===== config.mk =====
export PLATFORM = sky130hd
export DESIGN_NAME = sw_flash_seq
export DESIGN_NICKNAME = d
export VERILOG_FILES = /design/src/rtl/sfs_pkg.sv /design/src/rtl/sfs_regs.sv /design/src/rtl/sfs_engine.sv /design/src/rtl/sw_flash_seq.sv
export SDC_FILE = /design/constraint.sdc
export NUM_CORES = 1
export LEC_CHECK = 0
export BUFFER_PORTS_ARGS = -buffer_cell sky130_fd_sc_hd__buf_2
export CAP_MARGIN = 30
export CELL_PAD_IN_SITES_DETAIL_PLACEMENT = 2
export CELL_PAD_IN_SITES_GLOBAL_PLACEMENT = 2
export CORE_ASPECT_RATIO = 0.9
export CORE_MARGIN = 3
export CORE_UTILIZATION = 43
export CTS_BUF_LIST = sky130_fd_sc_hd__clkbuf_2
export DETAILED_ROUTE_END_ITERATION = 12
export PLACE_DENSITY_LB_ADDON = 0.1
export SLEW_MARGIN = 20
export SYNTH_ARGS = -nofsm -noshare
export SYNTH_HDL_FRONTEND = slang
export SYNTH_HIERARCHICAL = 1
export SYNTH_SLANG_ARGS = --single-unit

===== constraint.sdc =====
create_clock -name clk -period 5.9 [get_ports clk]
set_input_delay 1.18 -clock clk [delete_from_list [all_inputs] [get_ports clk]]
set_output_delay 1.18 -clock clk [all_outputs]
set_load 0.01 [all_outputs]

===== src/rtl/sfs_pkg.sv =====
package sfs_pkg;

    localparam int REG_CTRL = 0;
    localparam int REG_PFX  = 1;
    localparam int REG_MLO  = 2;
    localparam int REG_MHI  = 3;

    localparam int B_BUSY   = 0;
    localparam int B_DONE   = 2;
    localparam int B_CERR   = 3;
    localparam int B_AERR   = 4;
    localparam int B_GO     = 9;
    localparam int B_ATOM   = 10;
    localparam int B_PSEL   = 11;
    localparam int B_IDX    = 12;
    localparam int B_LEN    = 16;
    localparam int B_DEN    = 22;
    localparam int B_TYPES  = 16;

    localparam int IDX_W    = 3;
    localparam int LEN_W    = 6;

    typedef enum logic [2:0] {
        ST_IDLE,
        ST_PRE,
        ST_GAP,
        ST_OPC,
        ST_ADR,
        ST_DAT
    } seq_state_e;

    typedef struct packed {
        logic [IDX_W-1:0] idx;
        logic             atomic;
        logic             psel;
        logic             den;
        logic [LEN_W-1:0] dlen;
    } cyc_cfg_t;

endpackage


===== src/rtl/sfs_regs.sv =====
module sfs_regs
    import sfs_pkg::*;
#(
    parameter int DW  = 32,
    parameter int RAW = 2
) (
    input  logic           clk,
    input  logic           rst_n,
    input  logic           lock_i,
    input  logic           we_i,
    input  logic [RAW-1:0] addr_i,
    input  logic [DW-1:0]  wdata_i,
    output logic [DW-1:0]  rdata_o,
    input  logic           eng_busy_i,
    input  logic           eng_fin_i,
    input  logic           eng_cerr_i,
    output logic           start_o,
    output cyc_cfg_t       cfg_o,
    output logic [DW-1:0]  menu_lo_o,
    output logic [DW-1:0]  menu_hi_o,
    output logic [DW-1:0]  pfx_o,
    output logic           busy_o,
    output logic           done_o,
    output logic           cerr_o,
    output logic           aerr_o
);

    typedef struct packed {
        cyc_cfg_t      cfg;
        logic          start;
        logic          done;
        logic          cerr;
        logic          aerr;
        logic [DW-1:0] mlo;
        logic [DW-1:0] mhi;
        logic [DW-1:0] pfx;
    } regs_t;

    regs_t q, d;
    logic  busy;
    logic  ctrl_wr;

    always_comb begin
        d       = q;
        d.start = 1'b0;
        busy    = q.start | eng_busy_i;
        ctrl_wr = we_i && (addr_i == RAW'(REG_CTRL));

        if (ctrl_wr) begin
            if (wdata_i[B_DONE]) d.done = 1'b0;
            if (wdata_i[B_CERR]) d.cerr = 1'b0;
            if (wdata_i[B_AERR]) d.aerr = 1'b0;
            if (!busy) begin
                d.cfg.idx    = wdata_i[B_IDX +: IDX_W];
                d.cfg.atomic = wdata_i[B_ATOM];
                d.cfg.psel   = wdata_i[B_PSEL];
                d.cfg.den    = wdata_i[B_DEN];
                d.cfg.dlen   = wdata_i[B_LEN +: LEN_W];
                d.start      = wdata_i[B_GO];
            end else if (wdata_i[B_GO]) begin
                d.aerr = 1'b1;
            end
        end

        if (eng_fin_i) begin
            d.done = 1'b1;
            if (eng_cerr_i) d.cerr = 1'b1;
        end

        if (we_i && !lock_i) begin
            if (addr_i == RAW'(REG_PFX)) d.pfx = wdata_i;
            if (addr_i == RAW'(REG_MLO)) d.mlo = wdata_i;
            if (addr_i == RAW'(REG_MHI)) d.mhi = wdata_i;
        end
    end

    always_ff @(posedge clk or negedge rst_n) begin
        if (!rst_n) q <= '0;
        else        q <= d;
    end

    always_comb begin
        rdata_o = '0;
        case (addr_i)
            RAW'(REG_CTRL): begin
                rdata_o[B_BUSY]           = busy;
                rdata_o[B_DONE]           = q.done;
                rdata_o[B_CERR]           = q.cerr;
                rdata_o[B_AERR]           = q.aerr;
                rdata_o[B_ATOM]           = q.cfg.atomic;
                rdata_o[B_PSEL]           = q.cfg.psel;
                rdata_o[B_IDX +: IDX_W]   = q.cfg.idx;
                rdata_o[B_LEN +: LEN_W]   = q.cfg.dlen;
                rdata_o[B_DEN]            = q.cfg.den;
            end
            RAW'(REG_PFX): rdata_o = q.pfx;
            RAW'(REG_MLO): rdata_o = q.mlo;
            default:       rdata_o = q.mhi;
        endcase
    end

    assign start_o   = q.start;
    assign cfg_o     = q.cfg;
    assign menu_lo_o = q.mlo;
    assign menu_hi_o = q.mhi;
    assign pfx_o     = q.pfx;
    assign busy_o    = busy;
    assign done_o    = q.done;
    assign cerr_o    = q.cerr;
    assign aerr_o    = q.aerr;

endmodule


===== src/rtl/sfs_engine.sv =====
module sfs_engine
    import sfs_pkg::*;
#(
    parameter int ADDR_BYTES = 3,
    parameter int BUF_AW     = 6
) (
    input  logic                    clk,
    input  logic                    rst_n,
    input  logic                    start_i,
    input  logic [7:0]              opcode_i,
    input  logic [1:0]              type_i,
    input  logic [7:0]              prefix_i,
    input  logic                    atomic_i,
    input  logic                    den_i,
    input  logic [BUF_AW-1:0]       dlen_i,
    input  logic [8*ADDR_BYTES-1:0] addr_i,
    input  logic                    ready_i,
    input  logic [7:0]              rdata_i,
    input  logic [7:0]              buf_rdata_i,
    output logic                    busy_o,
    output logic                    fin_o,
    output logic                    cerr_o,
    output logic                    sel_o,
    output logic                    valid_o,
    output logic                    rx_o,
    output logic [7:0]              wdata_o,
    output logic [BUF_AW-1:0]       buf_idx_o,
    output logic                    buf_we_o,
    output logic [7:0]              buf_wdata_o
);

    localparam int ADDR_W = 8 * ADDR_BYTES;
    localparam logic [BUF_AW-1:0] ADDR_LAST = BUF_AW'(ADDR_BYTES - 1);

    typedef struct packed {
        seq_state_e        st;
        logic [7:0]        op;
        logic [1:0]        typ;
        logic [7:0]        pre;
        logic              den;
        logic [BUF_AW-1:0] dlen;
        logic [ADDR_W-1:0] addr;
        logic [BUF_AW-1:0] cnt;
    } eng_t;

    eng_t q, d;
    logic is_write;

    assign is_write = q.typ[0];

    always_comb begin
        d           = q;
        fin_o       = 1'b0;
        cerr_o      = 1'b0;
        valid_o     = 1'b0;
        rx_o        = 1'b0;
        wdata_o     = 8'h00;
        buf_idx_o   = q.cnt;
        buf_we_o    = 1'b0;
        buf_wdata_o = rdata_i;

        case (q.st)
            ST_IDLE: begin
                if (start_i) begin
                    d.op   = opcode_i;
                    d.typ  = type_i;
                    d.pre  = prefix_i;
                    d.den  = den_i;
                    d.dlen = dlen_i;
                    d.addr = addr_i;
                    d.cnt  = '0;
                    if (atomic_i && !type_i[0]) begin
                        fin_o  = 1'b1;
                        cerr_o = 1'b1;
                    end else begin
                        d.st = atomic_i ? ST_PRE : ST_OPC;
                    end
                end
            end
            ST_PRE: begin
                valid_o = 1'b1;
                wdata_o = q.pre;
                if (ready_i) d.st = ST_GAP;
            end
            ST_GAP: begin
                d.st = ST_OPC;
            end
            ST_OPC: begin
                valid_o = 1'b1;
                wdata_o = q.op;
                if (ready_i) begin
                    d.cnt = '0;
                    if (q.typ[1]) begin
                        d.st = ST_ADR;
                    end else if (q.den) begin
                        d.st = ST_DAT;
                    end else begin
                        d.st  = ST_IDLE;
                        fin_o = 1'b1;
                    end
                end
            end
            ST_ADR: begin
                valid_o = 1'b1;
                wdata_o = q.addr[ADDR_W-1 -: 8];
                if (ready_i) begin
                    d.addr = q.addr << 8;
                    if (q.cnt == ADDR_LAST) begin
                        d.cnt = '0;
                        if (q.den) begin
                            d.st = ST_DAT;
                        end else begin
                            d.st  = ST_IDLE;
                            fin_o = 1'b1;
                        end
                    end else begin
                        d.cnt = q.cnt + 1'b1;
                    end
                end
            end
            ST_DAT: begin
                valid_o  = 1'b1;
                rx_o     = !is_write;
                wdata_o  = is_write ? buf_rdata_i : 8'h00;
                buf_we_o = !is_write && ready_i;
                if (ready_i) begin
                    if (q.cnt == q.dlen) begin
                        d.st  = ST_IDLE;
                        fin_o = 1'b1;
                    end else begin
                        d.cnt = q.cnt + 1'b1;
                    end
                end
            end
            default: d.st = ST_IDLE;
        endcase
    end

    always_ff @(posedge clk or negedge rst_n) begin
        if (!rst_n) q <= '0;
        else        q <= d;
    end

    assign busy_o = (q.st != ST_IDLE);
    assign sel_o  = (q.st == ST_PRE) || (q.st == ST_OPC) ||
                    (q.st == ST_ADR) || (q.st == ST_DAT);

endmodule


===== src/rtl/sw_flash_seq.sv =====
module sw_flash_seq
    import sfs_pkg::*;
#(
    parameter int NUM_OPS    = 8,
    parameter int ADDR_BYTES = 3,
    parameter int BUF_AW     = 6
) (
    input  logic                    clk,
    input  logic                    rst_n,
    input  logic                    lock_i,
    input  logic                    reg_we_i,
    input  logic [1:0]              reg_addr_i,
    input  logic [31:0]             reg_wdata_i,
    output logic [31:0]             reg_rdata_o,
    input  logic [8*ADDR_BYTES-1:0] flash_addr_i,
    output logic                    spi_sel_o,
    output logic                    spi_valid_o,
    output logic                    spi_rx_o,
    output logic [7:0]              spi_wdata_o,
    input  logic                    spi_ready_i,
    input  logic [7:0]              spi_rdata_i,
    output logic [BUF_AW-1:0]       buf_idx_o,
    output logic                    buf_we_o,
    output logic [7:0]              buf_wdata_o,
    input  logic [7:0]              buf_rdata_i
);

    localparam int MENU_W = 8 * NUM_OPS;

    cyc_cfg_t    cfg;
    logic        start;
    logic [31:0] menu_lo, menu_hi, pfx_q;
    logic        sts_busy, sts_done, sts_cerr, sts_aerr;
    logic        eng_busy, eng_fin, eng_cerr;

    logic [MENU_W-1:0] menu_all;
    logic [7:0]        op_tbl  [NUM_OPS];
    logic [1:0]        typ_tbl [NUM_OPS];

    assign menu_all = {menu_hi, menu_lo};

    for (genvar i = 0; i < NUM_OPS; i++) begin : g_tbl
        assign op_tbl[i]  = menu_all[8*i +: 8];
        assign typ_tbl[i] = pfx_q[B_TYPES + 2*i +: 2];
    end

    sfs_regs #(.DW(32), .RAW(2)) u_regs (
        .clk        (clk),
        .rst_n      (rst_n),
        .lock_i     (lock_i),
        .we_i       (reg_we_i),
        .addr_i     (reg_addr_i),
        .wdata_i    (reg_wdata_i),
        .rdata_o    (reg_rdata_o),
        .eng_busy_i (eng_busy),
        .eng_fin_i  (eng_fin),
        .eng_cerr_i (eng_cerr),
        .start_o    (start),
        .cfg_o      (cfg),
        .menu_lo_o  (menu_lo),
        .menu_hi_o  (menu_hi),
        .pfx_o      (pfx_q),
        .busy_o     (sts_busy),
        .done_o     (sts_done),
        .cerr_o     (sts_cerr),
        .aerr_o     (sts_aerr)
    );

    sfs_engine #(.ADDR_BYTES(ADDR_BYTES), .BUF_AW(BUF_AW)) u_eng (
        .clk         (clk),
        .rst_n       (rst_n),
        .start_i     (start),
        .opcode_i    (op_tbl[cfg.idx]),
        .type_i      (typ_tbl[cfg.idx]),
        .prefix_i    (cfg.psel ? pfx_q[15:8] : pfx_q[7:0]),
        .atomic_i    (cfg.atomic),
        .den_i       (cfg.den),
        .dlen_i      (BUF_AW'(cfg.dlen)),
        .addr_i      (flash_addr_i),
        .ready_i     (spi_ready_i),
        .rdata_i     (spi_rdata_i),
        .buf_rdata_i (buf_rdata_i),
        .busy_o      (eng_busy),
        .fin_o       (eng_fin),
        .cerr_o      (eng_cerr),
        .sel_o       (spi_sel_o),
        .valid_o     (spi_valid_o),
        .rx_o        (spi_rx_o),
        .wdata_o     (spi_wdata_o),
        .buf_idx_o   (buf_idx_o),
        .buf_we_o    (buf_we_o),
        .buf_wdata_o (buf_wdata_o)
    );

endmodule


==> results.cfg, run 1 <==
[outcome]
status = complete, no violations

[setup_path]
arrival_ns = 3.17
path_cells = buf_2 -> nor2b_1 -> buf_4 -> a22o_1 -> buf_2
start_kind = input pin
crit_path_frequent_cell = buf_2
worstPathRequired_ns = 4.72
critical_path.top_delay_family = buffers and inverters
criticalPathCategory = input pin to output port
slowest_delay_ns = 0.68
crit_fanout = 25
worst_path_max_delay_cell = nor2b_1
end_kind = output port
startpoint = reg_addr_i[0]
reg2reg_from = u_regs/cfg_o[9]
critPathBufInv = 3

[route]
avgRoutedWirePerCell_um = 24.3
via_per_inst = 5.68
ant_nets = 0
drc = 0
initialDrtViolationCount = 284
drt_wl_total_um = 25700
firstDrtPassIters = 4
dr_total_vias = 6011

[sta]
fin_worst_skew_ns = 0.0263
fmax_ghz = 0.230
hold_slack_ns = 0.400
tns_ns = 0
post-route-min-period_ns = 4.35
drv_slew = 0
slew_headroom = 0.422
post-route-period-util = 0.737
rsz0062_at_grt = no
tightest_slew_ns = 0.868
report.final.setup_viol = 0
hold_viol = 0
setup_slack_ns = 1.55

[pwr]
irDropWorstVdd_uv = 206
p_leak_nw = 4.53
power_density_nw_per_um2 = 336

[synthesis]
synthXorXnorAreaFrac = 0.00694
synth-warning-count = 6
synth_top_area_frac = 0.482
netlist_instances = 702
synth.cell_area_um2 = 8830
synth_top_family_by_area = multiplexers
synthAdderAreaFrac = 0.00283
yosysTopAreaCell = dfrtp_1
synth-compound-area-share = 0.0747
syn_avg_cell_area_um2 = 12.6
yosys.area_share.simple = 0.0927
muxShareOfSynthArea = 0.294
yosys_register_bits = 170
synth_top_cells_by_area = dfrtp_1, mux2_2, mux4_1
yosysSeqAreaShare = 0.482
synth.distinct_cells = 50
async_flop_share = 1.00
syn_nets = 783
synth_top_flop_cell = dfrtp_1
synth_enable_flop_cells = 0

[clock_tree]
cts_post_setup_buffers_inserted = 0
htree_levels = 4
cts_hold_buf = 0
ctsResizeCount = 0
tritoncts = done
clockRootBuffer = clkbuf_2
clk_latency_ns = 0.73
cts_max_path_buffers = 2
numCtsBuffers = 17
cts_num_sinks = 170
clkSlewWorstSetupHoldPaths_ns = 0.24

[place]
hpwl_um = 18100
post-place-ws_ns = 1.51
placed_cell_area_um2 = 9490
dpl.cell_count = 1025
numPortBuffers = 120
gp_congestion = 0.804

[finish]
layout_common_cells = dfrtp_1, buf_2, nand2_1
fin_cells = 1059
layout_commonest_cell = dfrtp_1
finalInstanceArea_um2 = 9720
num-fill-cells = 1998
drive_above_1_share = 0.352
multiInputGateArea_um2 = 4180
synthToLayoutAreaGrowth_pct = 10.0
nets = 871
regArea_um2 = 4250

[grt]
grt_max_degree = 75
track_usage = 0.238
grt_pass1_wl_um = 40700
gr-total-overflow = 0
grt_pass1_vias = 6882
antenna_found_initial = 2

[floorplanning]
rows = 49
ios = 137
start_util = 0.440
die_h_um = 142
fp.dieArea_um2 = 22300
die_w_um = 157
fp.coreArea_um2 = 20000

[hold_path]
min_path_type = input pin to async pin

[flow_run]
max_cap_viol_count = 0
## sequential cells by signal (all words and copies together) (netlist names)
register and count:
u_eng/buf_idx_o 6, u_eng/is_write 1, u_eng/q 51, u_regs/aerr_o 1
u_regs/cerr_o 1, u_regs/cfg_o 12, u_regs/done_o 1, u_regs/menu_hi_o 32
u_regs/menu_lo_o 32, u_regs/pfx_o 32, u_regs/start_o 1
## path summary, 6_finish.rpt
path                                      end  slack (ns)  depth (start not counted)
max                            reg_rdata_o[5]        1.55                          5
min                        u_eng/buf_idx_o[0]        0.40                          1
max reg2reg                     u_regs/cerr_o        3.07                          6
min reg2reg                       u_eng/q[53]        0.52                          2
max in group asynchronous         u_eng/q[27]        4.16                          2
min in group clk                  u_eng/q[53]        0.52                          2
## layout make-up
type                    instances  share of cell area
multi-input cells             462               0.430
flip-flops and latches        170               0.438
repair buffers                134              0.0756
clock inverters                15              0.0129
inverters                       5             0.00193
clock buffers                  17             0.00876
well taps                     255              0.0328
diodes                          1            0.000258
## kinds of logic after synthesis
kind of cell    Yosys count
buf+inv                  70
xor+xnor                  7
mux                     186
compound gates           95
fa+ha+maj                 2
flops                   170
simple gates            172
## per-stage QoR
step / util / total power (W)
detailed placement: 0.473 / 0.00271
CTS: 0.484 / 0.00330
global placement: 0.472 / 0.00263
finish: 0.485 / 0.00326
global route: 0.485 / 0.00346
floorplan: - / 0.00229
## routing by layer
metal  part of all wire  GRT usage  wire, um  vias up
met5            0.00027          0         7        -
li1                   -          -         -     2730
met3              0.036     0.0438       926       23
met2               0.50      0.391     12700      120
met4             0.0085     0.0470       218        2
met1               0.46      0.335     11800     3136
## report_power, final
group	internal, W	switching [W]
sequential	0.00137	0.000260
combinational	0.000560	0.000488
clock	0.000150	0.000433
## worst register-to-register path, delay by kind of cell, from the launching register on
kind,cells,cell delay (ns)
and+or+nand+nor,1,0.21
muxes,2,0.95
AOI/OAI and AO/OA,2,0.66
buffers and inverters,1,0.37
DFF,1,0.61
## synthesized netlist by cell type, types with 6 or more instances
cell type / number
dfrtp_1: 170
nand2_1: 102
mux2_2: 89
mux2_1: 43
a22o_1: 26
clkbuf_1: 26
a21oi_1: 23
o21ai_0: 23
nor2_1: 21
mux4_1: 20
and3_1: 18
buf_4: 17
mux4_2: 16
buf_2: 10
buf_6: 10
mux2_4: 9
mux2i_1: 9
a221o_1: 8
xnor2_1: 7
nand2b_1: 6
(Power assumes the default switching activity.)
==> run 2, diff against run 1 <==
--- a/config.mk
+++ b/config.mk
@@ -5,13 +5,14 @@
 export SDC_FILE = /design/constraint.sdc
 export NUM_CORES = 1
 export LEC_CHECK = 0
+export ABC_AREA = 1
 export BUFFER_PORTS_ARGS = -buffer_cell sky130_fd_sc_hd__buf_2
 export CAP_MARGIN = 30
 export CELL_PAD_IN_SITES_DETAIL_PLACEMENT = 2
 export CELL_PAD_IN_SITES_GLOBAL_PLACEMENT = 2
 export CORE_ASPECT_RATIO = 0.9
 export CORE_MARGIN = 3
-export CORE_UTILIZATION = 43
+export CORE_UTILIZATION = 31
 export CTS_BUF_LIST = sky130_fd_sc_hd__clkbuf_2
 export DETAILED_ROUTE_END_ITERATION = 12
 export PLACE_DENSITY_LB_ADDON = 0.1
==> constraint.sdc (replaced) <==
create_clock -name clk -period 3.73 [get_ports clk]
set_input_delay 0.746 -clock clk [delete_from_list [all_inputs] [get_ports clk]]
set_output_delay 0.746 -clock clk [all_outputs]
set_load 0.01 [all_outputs]
==> run 2 against run 1 <==
Against the previous run: core utilization down 14 points; global-route usage fell by 0.61 points; count of clock-buffer cells in the layout unchanged; flip-flop and latch count unchanged; setup slack lost 1.2 ns; combinational power up 94%; synthesized cell count rose by 92%; register-to-register slack worse by 1.8 ns; clock skew rose by 0.033 ns; critical path depth rose by 3; highest routed layer is now met4.
==> results.cfg, run 2 <==
[grt]
gr-total-overflow = 0
grt_pass1_wl_um = 59700
grt_max_degree = 74
track_usage = 0.232
antenna_found_initial = 2
grt_pass1_vias = 10100

[finish]
drive_above_1_share = 0.166
synthToLayoutAreaGrowth_pct = 9.20
layout_commonest_cell = nand2_1
num-fill-cells = 3774
top_register = u_eng/q
largest_reg_flops = 51
fin_cells = 1844
layout_common_cells = nand2_1, dfrtp_1, nand3_1
nets = 1501

[route]
drt_wl_total_um = 37700
avgRoutedWirePerCell_um = 20.5
drc = 0
initialDrtViolationCount = 566
via_per_inst = 5.02
dr_total_vias = 9255
ant_nets = 0
firstDrtPassIters = 5

[synthesis]
synth-warning-count = 6
synthXorXnorAreaFrac = 0.00179
netlist_instances = 1345
synth.distinct_cells = 36
synth_enable_flop_cells = 0
synthAdderAreaFrac = 0.00256
syn_avg_cell_area_um2 = 7.27
syn_nets = 1426
synth_top_flop_cell = dfrtp_1
yosysTopAreaCell = dfrtp_1
synth_top_area_frac = 0.435
synth.cell_area_um2 = 9780
synth_top_cells_by_area = dfrtp_1, nand2_1, nand3_1
async_flop_share = 1.00
yosysSeqAreaShare = 0.435
ys_top_cells_by_count = nand2_1, dfrtp_1, nand3_1, inv_1, nor2_1
yosys.area_share.simple = 0.384
synth_most_common_cell = nand2_1
synth-compound-area-share = 0.0482
synth_top_family_by_area = simple AND/OR/NAND/NOR gates
muxShareOfSynthArea = 0.00921
yosys_register_bits = 170

[sta]
fmax_ghz = 0.293
post-route-min-period_ns = 3.42
hold_slack_ns = 0.148
rsz0062_at_grt = no
post-route-period-util = 0.916
report.final.setup_viol = 0
tns_ns = 0
slew_headroom = 0.390
tightest_slew_ns = 0.913
drv_slew = 0
fin_worst_skew_ns = 0.0596
hold_viol = 0

[place]
numPortBuffers = 120
hpwl_um = 26900
dpl.cell_count = 1807
gp_congestion = 0.814

[setup_path]
start_kind = flop
crit_fanout = 8
criticalPathCategory = flop to output port
arrival_ns = 2.67
end_kind = output port
reg2reg_slack_ns = 1.31
worstPathRequired_ns = 2.98

[floorplanning]
fp.dieArea_um2 = 33700
rows = 61
start_util = 0.316
die_w_um = 193
die_h_um = 174
ios = 137
fp.coreArea_um2 = 31000

[pwr]
irDropWorstVdd_uv = 170
p_leak_nw = 5.78
total_power_w = 0.00598
power_density_nw_per_um2 = 560

[flow_run]
max_cap_viol_count = 0

[clock_tree]
cts_max_path_buffers = 2
clk_latency_ns = 0.82
tritoncts = done
htree_levels = 4
clkSlewWorstSetupHoldPaths_ns = 0.31
clockRootBuffer = clkbuf_2
cts_num_sinks = 170
numCtsBuffers = 17

[outcome]
status = complete, no violations

[hold_path]
min_path_type = input pin to flop
## run 2: changes by cell type after synthesis, moves of 21 or more
cell / delta
nand2_1: +514
nand3_1: +158
inv_1: +110
mux2_2: -81
mux2_1: -43
nand4_1: +30
a22oi_1: +27
a22o_1: -26
nor2_1: +21
## run 2: power by group
part	total [W]	switching [W]	internal [W]
registers	0.00284	0.000484	0.00235
logic	0.00204	0.00134	0.000704
clock network	0.00110	0.000772	0.000327
total	0.00598	0.00259	0.00339
## run 2: routing by layer
layer | GRT usage | wire length [um]
met1 | 0.336 | 18400
met5 | 0 | 0
met2 | 0.368 | 17500
met4 | 0.0485 | 554
met3 | 0.0339 | 1250
## run 2: final cells by class
| type | count | area (um2) | area share |
|---|---|---|---|
| Tap cell | 409 | 512 | 0.0479 |
| Inverter | 125 | 485 | 0.0455 |
| Clock buffer | 17 | 85.1 | 0.00797 |
| Clock inverter | 15 | 163 | 0.0152 |
| Antenna cell | 2 | 5.00 | 0.000469 |
| Sequential cell | 170 | 4250 | 0.398 |
| Timing Repair Buffer | 144 | 807 | 0.0756 |
| Multi-Input combinational cell | 962 | 4370 | 0.409 |
## run 2: kinds of logic after synthesis
| kind of cell | count (synthesis) |
|---|---|
| buffers and inverters | 213 |
| AO/OA/AOI/OAI | 66 |
| flip-flops | 170 |
| AND/OR/NAND/NOR | 884 |
| multiplexers | 8 |
| XOR/XNOR | 2 |
| adder cells (fa/ha/maj) | 2 |
## run 2: per-stage QoR
stage	setup WS [ns]	area, um2	util
after global placement	0.739	10400	0.335
final	0.314	10700	0.345
after global routing	0.0830	10700	0.345
after detailed placement	0.673	10400	0.335
after floorplan	1.52	9780	-
after CTS	0.0656	10700	0.344
## run 2: path summary, 6_finish.rpt
kind | startpoint | endpoint | cells after the start
max in group asynchronous | rst_n | u_eng/q[38] | 3
hold reg to reg | u_eng/q[54] | u_eng/q[54] | 2
hold / removal | flash_addr_i[2] | u_eng/q[8] | 3
setup reg to reg | u_eng/q[55] | u_regs/cfg_o[1] | 7
setup / recovery | u_eng/q[56] | spi_wdata_o[7] | 8
min in group asynchronous | rst_n | u_regs/pfx_o[19] | 2
## run 2: critical path: stages (launching register included)
cell and delay, ns:
dfrtp_1 0.57, inv_1 0.13, nand2_1 0.14, nor2_2 0.25, nand2_1 0.10, inv_1 0.28, a22oi_1 0.11, nand3_1 0.13
buf_2 0.15
## run 2: what timing repair did
action | in CTS | in global routing
setup buffers | 0 | 0
setup endpoints to repair | 0 | 3
resized for setup | 0 | 1
hold endpoints to repair | 33 | 1
hold buffers | 2 | 1
==> run 3, diff against run 2 <==
--- a/config.mk
+++ b/config.mk
@@ -7,7 +7,7 @@
 export LEC_CHECK = 0
 export ABC_AREA = 1
 export BUFFER_PORTS_ARGS = -buffer_cell sky130_fd_sc_hd__buf_2
-export CAP_MARGIN = 30
+export CAP_MARGIN = 10
 export CELL_PAD_IN_SITES_DETAIL_PLACEMENT = 2
 export CELL_PAD_IN_SITES_GLOBAL_PLACEMENT = 2
 export CORE_ASPECT_RATIO = 0.9
@@ -15,6 +15,7 @@
 export CORE_UTILIZATION = 31
 export CTS_BUF_LIST = sky130_fd_sc_hd__clkbuf_2
 export DETAILED_ROUTE_END_ITERATION = 12
+export GPL_TIMING_DRIVEN = 0
 export PLACE_DENSITY_LB_ADDON = 0.1
 export SLEW_MARGIN = 20
 export SYNTH_ARGS = -nofsm -noshare
==> run 3 against run 2 <==
Against the previous run: global-route usage up 1.5 points; clock power down 5%; count of clock-buffer cells in the layout unchanged; fmax up 2.9%; via count up 3.9%; first-iteration DRC count down 3.0%; total power up 1.8%; flip-flop and latch count unchanged; final area up 5.4%; sequential power down 2%; routed wire length up 8.5%; critical endpoint is now spi_wdata_o[4]; largest power group unchanged.
==> results.cfg, run 3 (same netlist as run 2, synthesis figures left out) <==
[floorplanning]
die_w_um = 193
fp.dieArea_um2 = 33700
ios = 137
die_h_um = 174
fp.coreArea_um2 = 31000
start_util = 0.316
rows = 61

[sta]
tns_ns = 0
hold_viol = 0
hold_slack_ns = 0.113
tightest_slew_ns = 0.766
fin_worst_skew_ns = 0.0502
fmax_ghz = 0.301
post-route-period-util = 0.890
drv_slew = 0
report.final.setup_viol = 0
post-route-min-period_ns = 3.32
rsz0062_at_grt = no
slew_headroom = 0.489

[clock_tree]
cts_post_setup_buffers_inserted = 0
cts_num_sinks = 170
numCtsBuffers = 17
tritoncts = done
cts_max_path_buffers = 2
clk_latency_ns = 0.83
htree_levels = 4
clockRootBuffer = clkbuf_2
clkSlewWorstSetupHoldPaths_ns = 0.32

[pwr]
p_sw_frac = 0.448
p_leak_nw = 6.13
power.switching_w = 0.00273
clkPwrFrac = 0.170
power_density_nw_per_um2 = 541
p_comb_frac = 0.372
p_int_w = 0.00336
irDropWorstVdd_uv = 219
power_frac_seq = 0.457

[route]
dr_wl_met2_um = 18800
avgRoutedWirePerCell_um = 21.3
highest-signal-layer = met4
wl_met3_um = 1680
drt-met1-wl_um = 20000
initialDrtViolationCount = 549
firstDrtPassIters = 5
drc = 0
drt_wl_total_um = 40900
ant_nets = 0
via_per_inst = 5.01
dr_total_vias = 9615

[finish]
layout_commonest_cell = nand2_1
largest_reg_flops = 51
top_register = u_eng/q
nets = 1579
synthToLayoutAreaGrowth_pct = 15.1
layout_common_cells = nand2_1, dfrtp_1, nand3_1
drive_above_1_share = 0.201

[setup_path]
start_kind = flop
crit_fanout = 10
path_cells = inv_1 -> nand2_1 -> nor2_4 -> buf_2 -> a22oi_1 -> nand3_1 -> buf_2
startpoint = u_eng/q[56]
slowest_delay_ns = 0.55
end_kind = output port
reg2reg_from = u_eng/q[55]
worstPathRequired_ns = 2.98
arrival_ns = 2.57
reg2reg_slack_ns = 1.62
reg2regPathDepth = 8
r2r_end = u_regs/cfg_o[9]
worst_path_max_delay_cell = dfrtp_1
crit_path_frequent_cell = buf_2
criticalPathCategory = flop to output port

[outcome]
status = complete, no violations

[grt]
gr-total-overflow = 0
grt_pass1_wl_um = 62100
grt_pass1_vias = 10200
antenna_found_initial = 1
grt_max_degree = 88
track_usage = 0.247

[place]
gp_congestion = 0.856
hpwl_um = 30900
numPortBuffers = 125

[hold_path]
holdCritStartpoint = reg_wdata_i[24]
min_to = u_regs/menu_lo_o[24]
min_path_type = input pin to flop
worstHoldPathCells = 3

[flow_run]
max_cap_viol_count = 0
-- run 3: area by class of cell --
| class | count | area (um2) |
|---|---|---|
| Clock inverter | 15 | 128 |
| Multi-Input combinational cell | 962 | 4370 |
| Sequential cell | 170 | 4250 |
| Tap cell | 409 | 512 |
| Fill cell | 3755 | 19700 |
| Antenna cell | 1 | 2.50 |
| Timing Repair Buffer | 134 | 743 |
| Inverter | 125 | 485 |
| Buffer | 88 | 674 |
| Clock buffer | 17 | 85.1 |
-- run 3: critical path, delay by kind of cell (launching register included) --
kind | cells | cell delay [ns]
AO/OA/AOI/OAI | 1 | 0.14
buffers and inverters | 3 | 0.57
flip-flops | 1 | 0.55
AND/OR/NAND/NOR | 3 | 0.50
-- run 3: power groups by stage --
stage | Clock [W] | Sequential (W) | Combinational (W)
final | 0.00104 | 0.00279 | 0.00227
after global routing | 0.00117 | 0.00287 | 0.00255
after CTS | 0.00109 | 0.00279 | 0.00228
after detailed placement | 0 | 0.00283 | 0.00227
after global placement | 0 | 0.00280 | 0.00218
after floorplan | 0 | 0.00265 | 0.00151
-- run 3: how the worst max path moves through the flow --
stage	endpoint	slack (ns)	cells after the start
3_3_place_gp	u_eng/q[12]	-1.29	1
3_5_place_dp	reg_rdata_o[10]	1.02	5
2_1_floorplan	reg_rdata_o[15]	1.52	7
6_report	spi_wdata_o[4]	0.41	7
5_1_grt	spi_wdata_o[4]	0.11	8
4_1_cts	spi_wdata_o[7]	0.1	8
-- run 3: per-layer routing --
| metal | up-vias | GRT usage |
|---|---|---|
| li1 | 4512 | - |
| met1 | 4882 | 0.362 |
| met2 | 194 | 0.392 |
| met3 | 27 | 0.0345 |
| met4 | 0 | 0.0431 |
| met5 | - | 0 |
-- run 3: what timing repair did --
item,in CTS,in global routing
hold buffers,2,6
gates resized for setup,0,3
setup endpoints to repair,0,8
endpoints found under the hold margin,84,6
-- run 3: per-stage QoR --
step / power (W) / setup slack (ns) / std cells / cell area (um2) / utilization
6_report: 0.00609 / 0.411 / 1921 / 11300 / 0.363
5_1_grt: 0.00658 / 0.112 / 1921 / 11300 / 0.363
2_1_floorplan: 0.00416 / 1.52 / 1345 / 9780 / -
3_5_place_dp: 0.00510 / 1.02 / 1880 / 11000 / 0.353
3_3_place_gp: 0.00498 / -1.29 / 1879 / 10900 / 0.352
4_1_cts: 0.00616 / 0.0985 / 1914 / 11200 / 0.361
